<file path="src/rtl/i2c_start_pkg.sv">
package i2c_start_pkg;
  typedef enum logic [1:0] {
    ST_IDLE = 2'd0,
    ST_WAIT = 2'd1,
    ST_HOLD = 2'd2,
    ST_HELD = 2'd3
  } startState_t;

  typedef struct packed {
    logic load;
    logic dec;
  } cntStrobe_t;
endpackage

</file>
<file path="src/rtl/i2c_start_dp.sv">
module i2c_start_dp
  import i2c_start_pkg::*;
#(
  parameter int CNT_W = 8
) (
  input  logic             clk,
  input  logic             rstN,
  input  logic [CNT_W-1:0] reloadVal,
  input  cntStrobe_t       strobes,
  output logic             cntZero
);
  localparam logic [CNT_W-1:0] ONE = CNT_W'(1);

  logic [CNT_W-1:0] cnt;

  always_ff @(posedge clk or negedge rstN) begin
    if (!rstN) begin
      cnt <= '0;
    end else if (strobes.load) begin
      cnt <= reloadVal;
    end else if (strobes.dec) begin
      cnt <= cnt - ONE;
    end
  end

  assign cntZero = (cnt == '0);
endmodule

</file>
<file path="src/rtl/i2c_start_ctrl.sv">
module i2c_start_ctrl
  import i2c_start_pkg::*;
(
  input  logic       clk,
  input  logic       rstN,
  input  logic       startReq,
  input  logic       flagClr,
  input  logic       sdaIn,
  input  logic       sclIn,
  input  logic       cntZero,
  output cntStrobe_t strobes,
  output logic       sdaDrive,
  output logic       startBusy,
  output logic       startSeen,
  output logic       doneIrq,
  output logic       busColl
);
  startState_t st, nxt;
  logic setColl, setIrq, busHigh;

  assign busHigh = sdaIn && sclIn;

  always_comb begin
    nxt = st;
    strobes = '0;
    setColl = 1'b0;
    setIrq = 1'b0;
    unique case (st)
      ST_IDLE: begin
        if (startReq) begin
          if (busHigh) begin
            nxt = ST_WAIT;
            strobes.load = 1'b1;
          end else begin
            setColl = 1'b1;
          end
        end
      end
      ST_WAIT: begin
        if (!busHigh) begin
          nxt = ST_IDLE;
          setColl = 1'b1;
        end else if (cntZero) begin
          nxt = ST_HOLD;
          strobes.load = 1'b1;
        end else begin
          strobes.dec = 1'b1;
        end
      end
      ST_HOLD: begin
        if (cntZero) begin
          nxt = ST_HELD;
          setIrq = 1'b1;
        end else begin
          strobes.dec = 1'b1;
        end
      end
      ST_HELD: begin
        if (flagClr) nxt = ST_IDLE;
      end
      default: nxt = ST_IDLE;
    endcase
  end

  always_ff @(posedge clk or negedge rstN) begin
    if (!rstN) begin
      st <= ST_IDLE;
      startSeen <= 1'b0;
      doneIrq <= 1'b0;
      busColl <= 1'b0;
    end else begin
      st <= nxt;
      if (st == ST_WAIT && nxt == ST_HOLD) startSeen <= 1'b1;
      else if (nxt == ST_IDLE) startSeen <= 1'b0;
      if (setIrq) doneIrq <= 1'b1;
      else if (flagClr) doneIrq <= 1'b0;
      if (setColl) busColl <= 1'b1;
      else if (flagClr) busColl <= 1'b0;
    end
  end

  assign sdaDrive = (st == ST_HOLD) || (st == ST_HELD);
  assign startBusy = (st == ST_WAIT) || (st == ST_HOLD);
endmodule

</file>
<file path="src/rtl/i2c_start_gen.sv">
module i2c_start_gen
  import i2c_start_pkg::*;
#(
  parameter int CNT_W = 8
) (
  input  logic             clk,
  input  logic             rstN,
  input  logic [CNT_W-1:0] reloadVal,
  input  logic             startReq,
  input  logic             flagClr,
  input  logic             sdaIn,
  input  logic             sclIn,
  output logic             sdaDrive,
  output logic             sclDrive,
  output logic             startBusy,
  output logic             startSeen,
  output logic             doneIrq,
  output logic             busColl
);
  cntStrobe_t strobes;
  logic cntZero;

  i2c_start_ctrl u_ctrl (
    .clk(clk), .rstN(rstN), .startReq(startReq), .flagClr(flagClr),
    .sdaIn(sdaIn), .sclIn(sclIn), .cntZero(cntZero), .strobes(strobes),
    .sdaDrive(sdaDrive), .startBusy(startBusy), .startSeen(startSeen),
    .doneIrq(doneIrq), .busColl(busColl)
  );

  i2c_start_dp #(.CNT_W(CNT_W)) u_dp (
    .clk(clk), .rstN(rstN), .reloadVal(reloadVal), .strobes(strobes),
    .cntZero(cntZero)
  );

  assign sclDrive = 1'b0;
endmodule

</file>
<file path="config.mk">
export PLATFORM = sky130hd
export DESIGN_NAME = i2c_start_gen
export DESIGN_NICKNAME = d
export VERILOG_FILES = /design/src/rtl/i2c_start_pkg.sv /design/src/rtl/i2c_start_dp.sv /design/src/rtl/i2c_start_ctrl.sv /design/src/rtl/i2c_start_gen.sv
export SDC_FILE = /design/constraint.sdc
export NUM_CORES = 1
export LEC_CHECK = 0
export BUFFER_PORTS_ARGS = -buffer_cell sky130_fd_sc_hd__buf_2
export CORE_MARGIN = 2
export CORE_UTILIZATION = 55
export DETAILED_ROUTE_END_ITERATION = 7
export GPL_ROUTABILITY_DRIVEN = 1
export PLACE_DENSITY = 0.83
export SLEW_MARGIN = 15
export SYNTH_ARGS = -nofsm -noshare
export SYNTH_HDL_FRONTEND = slang
export SYNTH_SLANG_ARGS = --single-unit
</file>
<file path="constraint.sdc">
create_clock -name clk -period 3.7 [get_ports clk]
set_input_delay 0 -clock clk [delete_from_list [all_inputs] [get_ports clk]]
set_output_delay 0 -clock clk [all_outputs]
set_load 0.03 [all_outputs]
</file>
======== Word level (Yosys, flattened, before mapping) ========
Cells that the tools add are included.
operators by class
  add/subtract/negate cells ............... 1
  multiply operators ...................... 0
  div/mod/pow operators ................... 0
  $lt $le $gt $ge ......................... 0
  equal/unequal tests ..................... 4
  shift-type cells ........................ 0
  multiplexer cells ....................... 25
  bitwise logic cells ..................... 0
  reductions and logical operators ........ 11
operator list
  operator                                                             number
  8-bit two-way mux                                                    2
  2-bit two-way mux                                                    7
  1-bit two-way mux                                                    12
  8-bit zero test                                                      1
  2-bit one-hot mux with 4 select lines                                1
  2-bit nonzero test                                                   4
  8-bit by 1-bit subtractor with 8-bit output (second input constant)  1
  2-bit == test (second input constant)                                3
  1-bit one-hot mux with 2 select lines                                3
  2-bit zero test                                                      2
  2-bit by 1-bit == test with 1-bit output (second input constant)     1
  1-bit logical AND                                                    2
  1-bit logical OR                                                     2
storage, ports and cells
  flip-flop bits (word level) ............. 13
  bits in latches ......................... 0
  bits in writable memories ............... 0
  ROM bits ................................ 0
  bits of input ports ..................... 14
  output and inout bits ................... 6
  logic and storage cells ................. 46
  memories kept ........................... 0

======== Depth between registers and ports, before layout ========
Gate-level depths: netlist (run 1).
  depth after elaboration ................. 7
  gate-level depth with buffers ........... 8
  gate-level depth less buffers ........... 7

======== Modules after synthesis ========
From an unflattened synthesis (run 1), not the netlist that was laid out.
second synthesis, totals
  cell total of the unflattened synthesis .. 91
  area, all modules ....................... 840.8 µm²
by module, submodules not included
  module          times used  cells each  area each (µm²)  sequential area each (µm²)
  i2c_start_dp    1           50          474.2            200.2
  i2c_start_ctrl  1           39          355.3            125.1
  i2c_start_gen   1           2           11.3             0.0

======== Worst setup path after synthesis (run 1) ========
Ideal clock, no wire load.
  path type ............................... reg2reg
  start point ............................. register u_ctrl.st[1]
  end point ............................... register u_dp.cnt[4]
  arrival time ............................ 1,971 ps
  data required time ...................... 3,575 ps
  path slack .............................. 1,604 ps
  cell stages (with the launch flop) ...... 7
  cell sequence ........................... dfrtp_1 > inv_1 > ha_1 > o21ai_2 > or4_1 > mux2_2 > mux2_2
on the way
  word-level cells in the longest chain between the ends .. 3
RTL lines
  what                                                              line                  source
  start: declaration                                                i2c_start_ctrl.sv:18  startState_t st, nxt;
  start signal: assignment                                          i2c_start_ctrl.sv:72  st <= nxt;
  2-bit by 1-bit == test with 1-bit output (tied with other cells)  i2c_start_ctrl.sv:28  unique case (st)
  1-bit one-hot mux with 2 select lines                             i2c_start_ctrl.sv:28
  8-bit two-way mux or 2-bit nonzero test (tied branches)           --
  end signal: assignment                                            i2c_start_dp.sv:20    cnt <= reloadVal;
  end signal: assignment                                            i2c_start_dp.sv:22    cnt <= cnt - ONE;
  end: declaration                                                  i2c_start_dp.sv:14    logic [CNT_W-1:0] cnt;
Several ways; a longest one is shown, not always the timed one.
A chain may end at the register's enable or synchronous reset.

======== Worst setup path after layout (run 1) ========
  start point ............................. register u_dp.cnt[0]
  end point ............................... register u_dp.cnt[1]
on the way
  word-level cells in the longest chain between the ends .. 5
RTL lines
  what
  parallel branches: the longest is 5 deep, another holds 8-bit by 1-bit subtractor with 8-bit output
Parallel ways; which one is timed is not known. The select of a mux whose other input is x is not followed.

==> results of run 1 <==
[logic make-up after synthesis]
logic type	Yosys count	synth area share (%)
AO/OA/AOI/OAI	21	17.6
XOR/XNOR	5	5.18
adder cells (fa/ha/maj)	5	7.40
buffers and inverters	9	4.88
flip-flops	13	38.5
multiplexers	5	6.66
other	1	0.443
AND/OR/NAND/NOR	29	19.4
[critical path, delay by kind of cell (launching register included)]
kind / cells / cell delay, ps
adder cells (fa/ha/maj): 1 / 190
flip-flops: 1 / 380
multiplexers: 1 / 380
buffers and inverters: 1 / 110
AO/OA/AOI/OAI: 1 / 410
AND/OR/NAND/NOR: 2 / 660
[per-layer routing]
layer	part of all wire, %	GRT usage [%]	wire length [um]
met5	0	0	0
met4	2.0	13.9	33
met3	4.7	3.83	79
met2	45	32.5	761
met1	48	30.5	803
[per-stage QoR]
step / power [mW] / hold slack (ps) / instances
after detailed placement: 0.700 / -94.0 / 120
final: 0.796 / 21.8 / 134
after global routing: 0.875 / 79.0 / 134
after global placement: 0.684 / -99.5 / 120
after floorplan: 0.606 / -296 / 88
after CTS: 0.801 / 19.2 / 134
[registers in the layout, summed over array words and instances, names as in the netlist]
signal,flops
u_ctrl.busColl,1
u_ctrl.doneIrq,1
u_ctrl.st,2
u_ctrl.startSeen,1
u_dp.cnt,8
[cells in the final DEF (no fill, tap or decap), drive strengths merged, types with 3 or more instances in the layout]
master / synthesis / layout
inv: 7 / 7
mux2: 5 / 5
xnor2: 5 / 5
clkbuf: 0 / 4
ha: 5 / 5
nor3: 3 / 3
o21ai: 13 / 13
dfrtp: 13 / 13
nor2: 5 / 5
buf: 2 / 18
nand2: 6 / 6
dlygate4sd3: 0 / 10
[power by group through the flow]
| stage | clock [mW] | combinational [mW] | sequential, mW |
|---|---|---|---|
| after CTS | 0.0937 | 0.441 | 0.266 |
| after global routing | 0.0991 | 0.497 | 0.278 |
| final | 0.0894 | 0.439 | 0.268 |
| after detailed placement | 0 | 0.431 | 0.268 |
| after global placement | 0 | 0.418 | 0.265 |
| after floorplan | 0 | 0.333 | 0.273 |
[layout make-up]
cell class                      count  area share [%]
Clock buffer                        4            2.46
Inverter                            7            2.46
Multi-Input combinational cell     66            44.9
Sequential cell                    13            30.5
Tap cell                           16            1.88
Timing Repair Buffer               28            17.8
[worst paths after layout]
| kind | start | endpoint | slack (ps) |
|---|---|---|---|
| worst max register to register | u_dp.cnt[0] | u_dp.cnt[1] | 1440 |
| min in group asynchronous | rstN | u_ctrl.busColl | 140 |
| worst min-delay path | startReq | u_ctrl.busColl | 20 |
| max in group asynchronous | rstN | u_dp.cnt[0] | 3330 |
| worst max-delay path | u_dp.cnt[0] | u_dp.cnt[1] | 1440 |
| worst min register to register | u_ctrl.startSeen | u_ctrl.startSeen | 490 |
==> run_results.csv, run 1 <==
group,metric,value,unit
status,status,"complete, no violations",
placed_design,io_buffers,18,
sta,slew_viol_final,0,
route,totalWireLength,1680,um
power,power.leakage,0.476,nW
power,power_frac_clock,11.2,%
clocking,cts_sinks,13,
global_route,grt_pass1_vias,704,
synthesis,synthDominantCellAreaShare,38.5,%
setup_path,cp.required,3870,ps
layout,final_util,72.5,%
sta,setup_ws,1440,ps
sta,setup_viol,0,
floorplan,core-area,0.00147,sq mm
clocking,ctsHtreeMaxLevel,1,
layout,antenna_cells,0,
clocking,clock_latency,280,ps
clocking,post-cts-setup-buffers,0,
placed_design,placed_area,941,sq um
floorplan,row_count,14,
power,power_frac_seq,33.7,%
floorplan,start_util,57.5,%
clocking,cts_tree,"built",
synthesis,ys_top_cells_by_area,"dfrtp_1 38%, ha_1 7.4%, mux2_2 6.7%, o21ai_0 6.5%, xnor2_1 5.2%",
layout,final_area,0.00107,sq mm
synthesis,synth_edf_count,0,
setup_path,critical_path_class,"flop to flop",
route,firstDrtPassIters,4,
setup_path,critPathMaxStageDelay,510,ps
layout,areaGrowthSynthToFinish,26.2,%
sta,rsz0062_at_grt,"false",
layout,seq_area,325,sq um
power,ir_drop,404,uV
placed_design,dp_slack,1460,ps
setup_path,crit_path_max_fanout,13,
global_route,grt_usage,22.4,%
placed_design,place.gp.congestion,0.783,
route,postRouteAntennaNets,0,
layout,fillers,130,
setup_path,ff2ff_path_depth,6,
synthesis,synth_nets,107,
clocking,cts_resized,0,
sta,fmax,443,MHz
power,swShare,44.8,%
layout,multi_input_area,479,sq um
global_route,grt_pass1_wl,3080,um
power,powerDensity,746,mW/mm^2
synthesis,synth.most_common_cell,"dfrtp_1",
floorplan,die_width,43.2,um
synthesis,seq_area_frac_synth,38.5,%
synthesis,netlist_area,846,sq um
clocking,ctsHoldBuffers,10,
global_route,antenna_found_initial,0,
setup_path,cp-start-kind,"flop",
global_route,overflow,0,
sta,hold_violations,0,
route,route.detailed.drc,0,
sta,finalSetupTns,0,ps
synthesis,synth.distinct_cells,32,
floorplan,dieArea,0.00187,sq mm
min_path,holdPathStages,3,
synthesis,syn_inst,88,
layout,nets,138,
clocking,ctsLongestPathBuffers,2,
setup_path,crit_path_end_kind,"flop",
route,wl_per_cell,12.5,um
sta,finalCritPeriodShare,61.0,%
sta,fin_crit,2260,ps
global_route,grt_start_max_net_pins,14,
run,maxCapViolations,0,
placed_design,dp_hpwl,1180,um
route,drt-initial-drc-count,15,
min_path,holdCritPathClass,"input pin to flop",
layout,drive_above_1_share,27.1,%
clocking,cts-root-buf,"clkbuf_4",
synthesis,yosysTopAreaCell,"dfrtp_1",
power,switchingPower,0.357,mW
route,drt-vias-per-instance,5.48,
sta,fin_worst_skew,5.10,ps
synthesis,ys_ff_latch,13,
synthesis,synthTopCellsByCount,"13 x dfrtp_1, 11 x o21ai_0, 7 x inv_1",
route,routed-via-count,734,
floorplan,dieHeight,43.2,um
setup_path,cp_data_arrival_time,2420,ps
floorplan,io-pin-count,20,
setup_path,path_cells,"inv_1 -> ha_1 -> or4b_4 -> nor2_1 -> a32o_1 -> mux2_2",
setup_path,cpMaxStageDelayCell,"or4b_4",
power,combPwrFrac,55.1,%
synthesis,ys_warn_count,0,
clocking,cts_buffers,3,
synthesis,postSynthAreaPerCell,9.61,sq um
clocking,clkTransAtPathRegs,80,ps
power,internal-power,0.439,mW
synthesis,async_flop_share,100,%
synthesis,ys.flop_type,"dfrtp_1",
Power figures use the tool's default switching activity.
==> run 2: changes to the inputs <==
--- a/config.mk
+++ b/config.mk
@@ -7,10 +7,10 @@
 export LEC_CHECK = 0
 export BUFFER_PORTS_ARGS = -buffer_cell sky130_fd_sc_hd__buf_2
 export CORE_MARGIN = 2
-export CORE_UTILIZATION = 55
+export CORE_UTILIZATION = 46
 export DETAILED_ROUTE_END_ITERATION = 7
 export GPL_ROUTABILITY_DRIVEN = 1
-export PLACE_DENSITY = 0.83
+export PLACE_DENSITY = 0.75
 export SLEW_MARGIN = 15
 export SYNTH_ARGS = -nofsm -noshare
 export SYNTH_HDL_FRONTEND = slang
==> constraint.sdc (replaced) <==
create_clock -name clk -period 1.9 [get_ports clk]
set_input_delay 0 -clock clk [delete_from_list [all_inputs] [get_ports clk]]
set_output_delay 0 -clock clk [all_outputs]
set_load 0.03 [all_outputs]
==> run 2 against run 1 <==
The run now ends with setup timing left; largest power group unchanged; flip-flop and latch count is the same; non-clock buffer count increased by 21; design area is 25% higher; setup slack got worse by 1500 ps; die area is 18% higher; power rose to 2.6 times the previous value; hold slack better by 16 ps; clock power is 99% higher; sequential power grew 86%; via count is 16% higher; wire length is 30% higher.
==> run_results.csv, run 2 (same netlist as run 1, synthesis figures left out) <==
group,metric,value,unit
status,status,"finished, violations left",
status,violations,"setup timing",
global_route,grt_pass1_vias,790,
sta,hold_violations,0,
layout,top_regs,"u_dp.cnt x8, u_ctrl.st x2",
sta,slew_viol_final,0,
placed_design,placed_area,0.00112,sq mm
global_route,grt_usage,21.3,%
route,wl_per_cell,13.3,um
floorplan,core-area,0.00173,sq mm
sta,setup_viol,4,
layout,areaGrowthSynthToFinish,57.4,%
clocking,cts_buffers,3,
route,routed-via-count,852,
power,power_frac_seq,23.7,%
clocking,clkTransAtPathRegs,80,ps
setup_path,crit_start,"u_dp.cnt[1]",
sta,finalCritPeriodShare,104,%
global_route,grt_pass1_wl,3280,um
layout,multi_input_area,558,sq um
run,maxCapViolations,0,
layout,layout_commonest_cell,"buf_4",
setup_path,ff2ff_path_depth,6,
power,combPwrFrac,67.8,%
power,powerDensity,1580,mW/mm^2
setup_path,endpoint,"u_dp.cnt[6]",
route,totalWireLength,2180,um
route,route.detailed.drc,0,
power,internal-power,1.21,mW
placed_design,dp_hpwl,1440,um
layout,nets,159,
layout,seq_area,325,sq um
route,postRouteAntennaNets,0,
setup_path,r2r-end,"u_dp.cnt[6]",
sta,rsz0062_at_grt,"true",
placed_design,io_buffers,18,
setup_path,critical_path_class,"flop to flop",
placed_design,dp_slack,-129,ps
clocking,cts-root-buf,"clkbuf_4",
layout,final_area,0.00133,sq mm
setup_path,cp_data_arrival_time,2150,ps
clocking,cts_sinks,13,
floorplan,die_width,46.9,um
placed_design,place.gp.congestion,0.780,
clocking,ctsLongestPathBuffers,2,
layout,largest_register,"u_dp.cnt",
route,drt-vias-per-instance,5.20,
setup_path,cp.required,2070,ps
global_route,antenna_found_initial,0,
power,power.leakage,0.606,nW
setup_path,rrSetupSlack,-70,ps
layout,final_cell_mix,"19 x buf_4, 18 x buf_2, 13 x dfrtp_1",
clocking,ctsHtreeMaxLevel,1,
layout,final_util,77.1,%
route,drt-initial-drc-count,14,
power,switchingPower,0.893,mW
power,ir_drop,975,uV
min_path,holdPathStages,3,
floorplan,dieArea,0.00220,sq mm
setup_path,timing.rr.start,"u_dp.cnt[1]",
clocking,cts_tree,"built",
setup_path,cp-start-kind,"flop",
floorplan,io-pin-count,20,
power,power_frac_clock,8.4,%
floorplan,row_count,15,
layout,largest_reg_flops,8,
global_route,grt_start_max_net_pins,14,
floorplan,dieHeight,46.9,um
setup_path,crit_path_end_kind,"flop",
sta,setup_ws,-74.4,ps
layout,drive_above_1_share,47.5,%
layout,antenna_cells,0,
floorplan,start_util,49.0,%
global_route,overflow,0,
power,swShare,42.4,%
sta,fin_crit,1970,ps
sta,fmax,506,MHz
min_path,holdCritPathClass,"input pin to flop",
layout,fillers,119,
setup_path,crit_path_max_fanout,4,
route,firstDrtPassIters,4,
sta,fin_worst_skew,0.548,ps
clocking,clock_latency,280,ps
run 2: cell types whose count changed in the layout (fill, tap and decap cells not counted), sizes merged:
cell  delta
buf     +21
run 2: area by class of cell:
class	instances	share of cell area (%)
multi-input combinational	66	41.9
timing repair buffer	49	27.3
sequential	13	24.4
tap	25	2.35
clock buffer	4	1.97
inverter	7	1.97
run 2: worst min path at each step:
stage / startpoint / endpoint
after CTS: startReq / u_ctrl.busColl
after floorplan: rstN / u_ctrl.busColl
after global routing: startReq / u_ctrl.busColl
final: startReq / u_ctrl.busColl
after detailed placement: rstN / u_ctrl.busColl
after global placement: rstN / u_ctrl.busColl
run 2: what timing repair did:
item,in CTS,in global routing
gates resized for setup,5,8
endpoints found under the hold margin,23,0
setup buffers,2,3
hold buffers,10,0
endpoints found under the setup margin,9,9
pin swaps,5,3
run 2: layer usage:
layer	GRT usage [%]	wire [um]	vias to the layer above
li1	-	-	408
met1	27.7	993	416
met2	34.5	1050	20
met3	3.46	70	8
met4	10.0	73	0
met5	0	0	-
run 2: worst max-delay path, stage by stage (launching register included):
cell	delay, ps
dfrtp_1	400
inv_2	90
ha_4	130
or4b_4	520
nor3_4	150
mux2_4	310
mux2_2	270
run 2: stage by stage:
step	setup TNS, ps	power (mW)	hold WS, ps	std cells
final	-153	2.11	37.6	164
after global placement	-168	1.64	-101	145
after floorplan	-64.4	1.28	-296	88
after detailed placement	-519	1.67	-92.7	145
after CTS	-164	1.95	22.1	161
after global routing	-814	2.25	58.1	164
run 2: power by group through the flow:
| stage | Clock [mW] | Combinational, mW | Sequential (mW) |
|---|---|---|---|
| finish | 0.178 | 1.43 | 0.499 |
| global route | 0.191 | 1.55 | 0.512 |
| CTS | 0.178 | 1.28 | 0.492 |
| detailed placement | 0 | 1.18 | 0.497 |
| global placement | 0 | 1.15 | 0.493 |
| floorplan | 0 | 0.738 | 0.545 |
==> run 3: changes to the inputs <==
--- a/config.mk
+++ b/config.mk
@@ -7,11 +7,12 @@
 export LEC_CHECK = 0
 export BUFFER_PORTS_ARGS = -buffer_cell sky130_fd_sc_hd__buf_2
 export CORE_MARGIN = 2
-export CORE_UTILIZATION = 46
+export CORE_UTILIZATION = 49
+export CTS_BUF_LIST = sky130_fd_sc_hd__clkbuf_8
 export DETAILED_ROUTE_END_ITERATION = 7
 export GPL_ROUTABILITY_DRIVEN = 1
-export PLACE_DENSITY = 0.75
-export SLEW_MARGIN = 15
+export PLACE_DENSITY = 0.79
+export SLEW_MARGIN = 20
 export SYNTH_ARGS = -nofsm -noshare
 export SYNTH_HDL_FRONTEND = slang
 export SYNTH_SLANG_ARGS = --single-unit
==> run 3 against run 2 <==
The run still ends with setup timing left; global-route usage increased by 1.6 points; sequential share of layout area increased by 0.49 points; clock skew increased by 0.52 ps; sequential power about the same; maximum frequency decreased by 0.19%; critical path depth unchanged; hold slack got worse by 34 ps; utilization increased by 1.0 points; setup slack got worse by 3.7 ps; count of clock-buffer cells in the layout decreased by 1; flip-flop and latch count unchanged; wire length increased by 2.2%.
==> run_results.csv, run 3 (same netlist as run 1, synthesis figures left out) <==
group,metric,value,unit
status,status,"finished, violations left",
status,violations,"setup timing",
layout,nets,155,
layout,layout_commonest_cell,"buf_2",
sta,finalCritPeriodShare,104,%
power,powerDensity,1650,mW/mm^2
clocking,ctsHtreeMaxLevel,1,
floorplan,row_count,15,
setup_path,crit_cells,6,
power,power_frac_seq,23.2,%
layout,fillers,111,
setup_path,critPathMaxStageDelay,530,ps
clocking,clock_latency,240,ps
global_route,grt_pass1_vias,804,
sta,rsz0062_at_grt,"true",
layout,antenna_cells,0,
global_route,grt_start_max_net_pins,14,
setup_path,crit_path_end_kind,"flop",
layout,final_area,0.00131,sq mm
power,internal-power,1.23,mW
placed_design,placed_area,0.00110,sq mm
min_path,holdPathStages,2,
sta,setup_ws,-78.2,ps
sta,setup_viol,6,
floorplan,dieArea,0.00207,sq mm
global_route,grt_pass1_wl,3380,um
clocking,cts_tree,"built",
layout,top_regs,"u_dp.cnt x8, u_ctrl.st x2",
layout,drive_above_1_share,48.1,%
layout,final_cell_mix,"18 x buf_2, 17 x buf_4, 13 x dfrtp_1",
layout,areaGrowthSynthToFinish,54.3,%
power,power_frac_clock,11.4,%
sta,hold_slack,3.60,ps
floorplan,dieHeight,45.5,um
route,totalWireLength,2230,um
power,swShare,42.6,%
global_route,antenna_found_initial,0,
route,routed-via-count,839,
clocking,cts-root-buf,"clkbuf_8",
global_route,grt_usage,23.0,%
floorplan,die_width,45.5,um
power,switchingPower,0.918,mW
setup_path,ff2ff_path_depth,6,
run,maxCapViolations,0,
floorplan,core-area,0.00167,sq mm
sta,fin_crit,1980,ps
layout,final_util,78.1,%
layout,largest_reg_flops,8,
setup_path,critical_path_class,"flop to flop",
route,route.detailed.drc,0,
floorplan,io-pin-count,20,
setup_path,cp-start-kind,"flop",
sta,hold_violations,0,
route,postRouteAntennaNets,0,
global_route,overflow,0,
route,wl_per_cell,14.7,um
placed_design,dp_slack,-116,ps
setup_path,path_delay_family,"simple AND/OR/NAND/NOR gates",
clocking,cts_sinks,13,
setup_path,crit_path_max_fanout,4,
sta,slew_viol_final,0,
power,combPwrFrac,65.5,%
setup_path,cpMaxStageDelayCell,"or4b_4",
power,ir_drop,1240,uV
setup_path,path_cells,"inv_2 -> ha_4 -> or4b_4 -> nor3_4 -> mux2_4 -> mux2_4",
power,power.leakage,0.599,nW
clocking,cts_buffers,3,
min_path,holdCritPathClass,"input pin to flop",
sta,fin_worst_skew,1.07,ps
route,drt-vias-per-instance,5.52,
setup_path,cp.required,2030,ps
layout,largest_register,"u_dp.cnt",
clocking,ctsLongestPathBuffers,2,
setup_path,cp_data_arrival_time,2110,ps
floorplan,start_util,50.6,%
placed_design,place.gp.congestion,0.772,
setup_path,cpMostUsedCell,"mux2_4",
placed_design,io_buffers,18,
power,total_power,2.15,mW
setup_path,cp_num_buf_inv,1,
placed_design,dp_hpwl,1580,um
route,firstDrtPassIters,4,
clocking,clkTransAtPathRegs,60,ps
sta,fmax,506,MHz
route,drt-initial-drc-count,22,
run 3: per-layer routing:
metal	vias to the layer above	track usage (%)	wire length (um)
met5	-	0	0
met4	0	8.24	29
met3	4	3.57	88
met2	29	40.0	1150
met1	401	28.2	964
li1	405	-	-
run 3: timing repair:
| item | CTS | global route |
|---|---|---|
| hold endpoints to repair | 21 | 1 |
| setup endpoints to repair | 9 | 9 |
| hold buffers | 8 | 1 |
| pin swaps | 4 | 5 |
| gates resized for setup | 7 | 10 |
| buffers inserted | 3 | 0 |
run 3: cell type report:
cell class	instances	area, sq um	area share (%)
Inverter	7	26.3	2.01
Sequential cell	13	325	24.9
Multi-Input combinational cell	66	568	43.5
Timing Repair Buffer	45	319	24.4
Clock inverter	1	3.75	0.288
Clock buffer	3	41.3	3.16
Tap cell	17	21.3	1.63
run 3: stage by stage:
step | TNS, ps | std cells
2_1_floorplan | -64.4 | 88
3_3_place_gp | -150 | 136
3_5_place_dp | -371 | 136
4_1_cts | -136 | 151
5_1_grt | -711 | 152
6_report | -188 | 152
run 3: final timing paths:
check	startpoint	end	slack, ps
min in group asynchronous	rstN	u_dp.cnt[6]	200
min reg2reg	u_ctrl.startSeen	u_ctrl.startSeen	480
min	reloadVal[6]	u_dp.cnt[6]	4
max in group asynchronous	rstN	u_ctrl.st[0]	1470
max reg2reg	u_dp.cnt[1]	u_dp.cnt[6]	-80
max	u_dp.cnt[1]	u_dp.cnt[6]	-80
run 3: worst register-to-register path, cell delays in order (launching register included):
cell	delay, ps
dfrtp_1	390
inv_2	80
ha_4	130
or4b_4	530
nor3_4	150
mux2_4	310
mux2_4	270
run 3: power by group through the flow:
stage	Combinational (mW)	Sequential [mW]	Clock, mW
floorplan	0.738	0.545	0
global placement	1.13	0.491	0
detailed placement	1.19	0.500	0
CTS	1.31	0.495	0.248
global route	1.50	0.515	0.262
finish	1.41	0.499	0.245
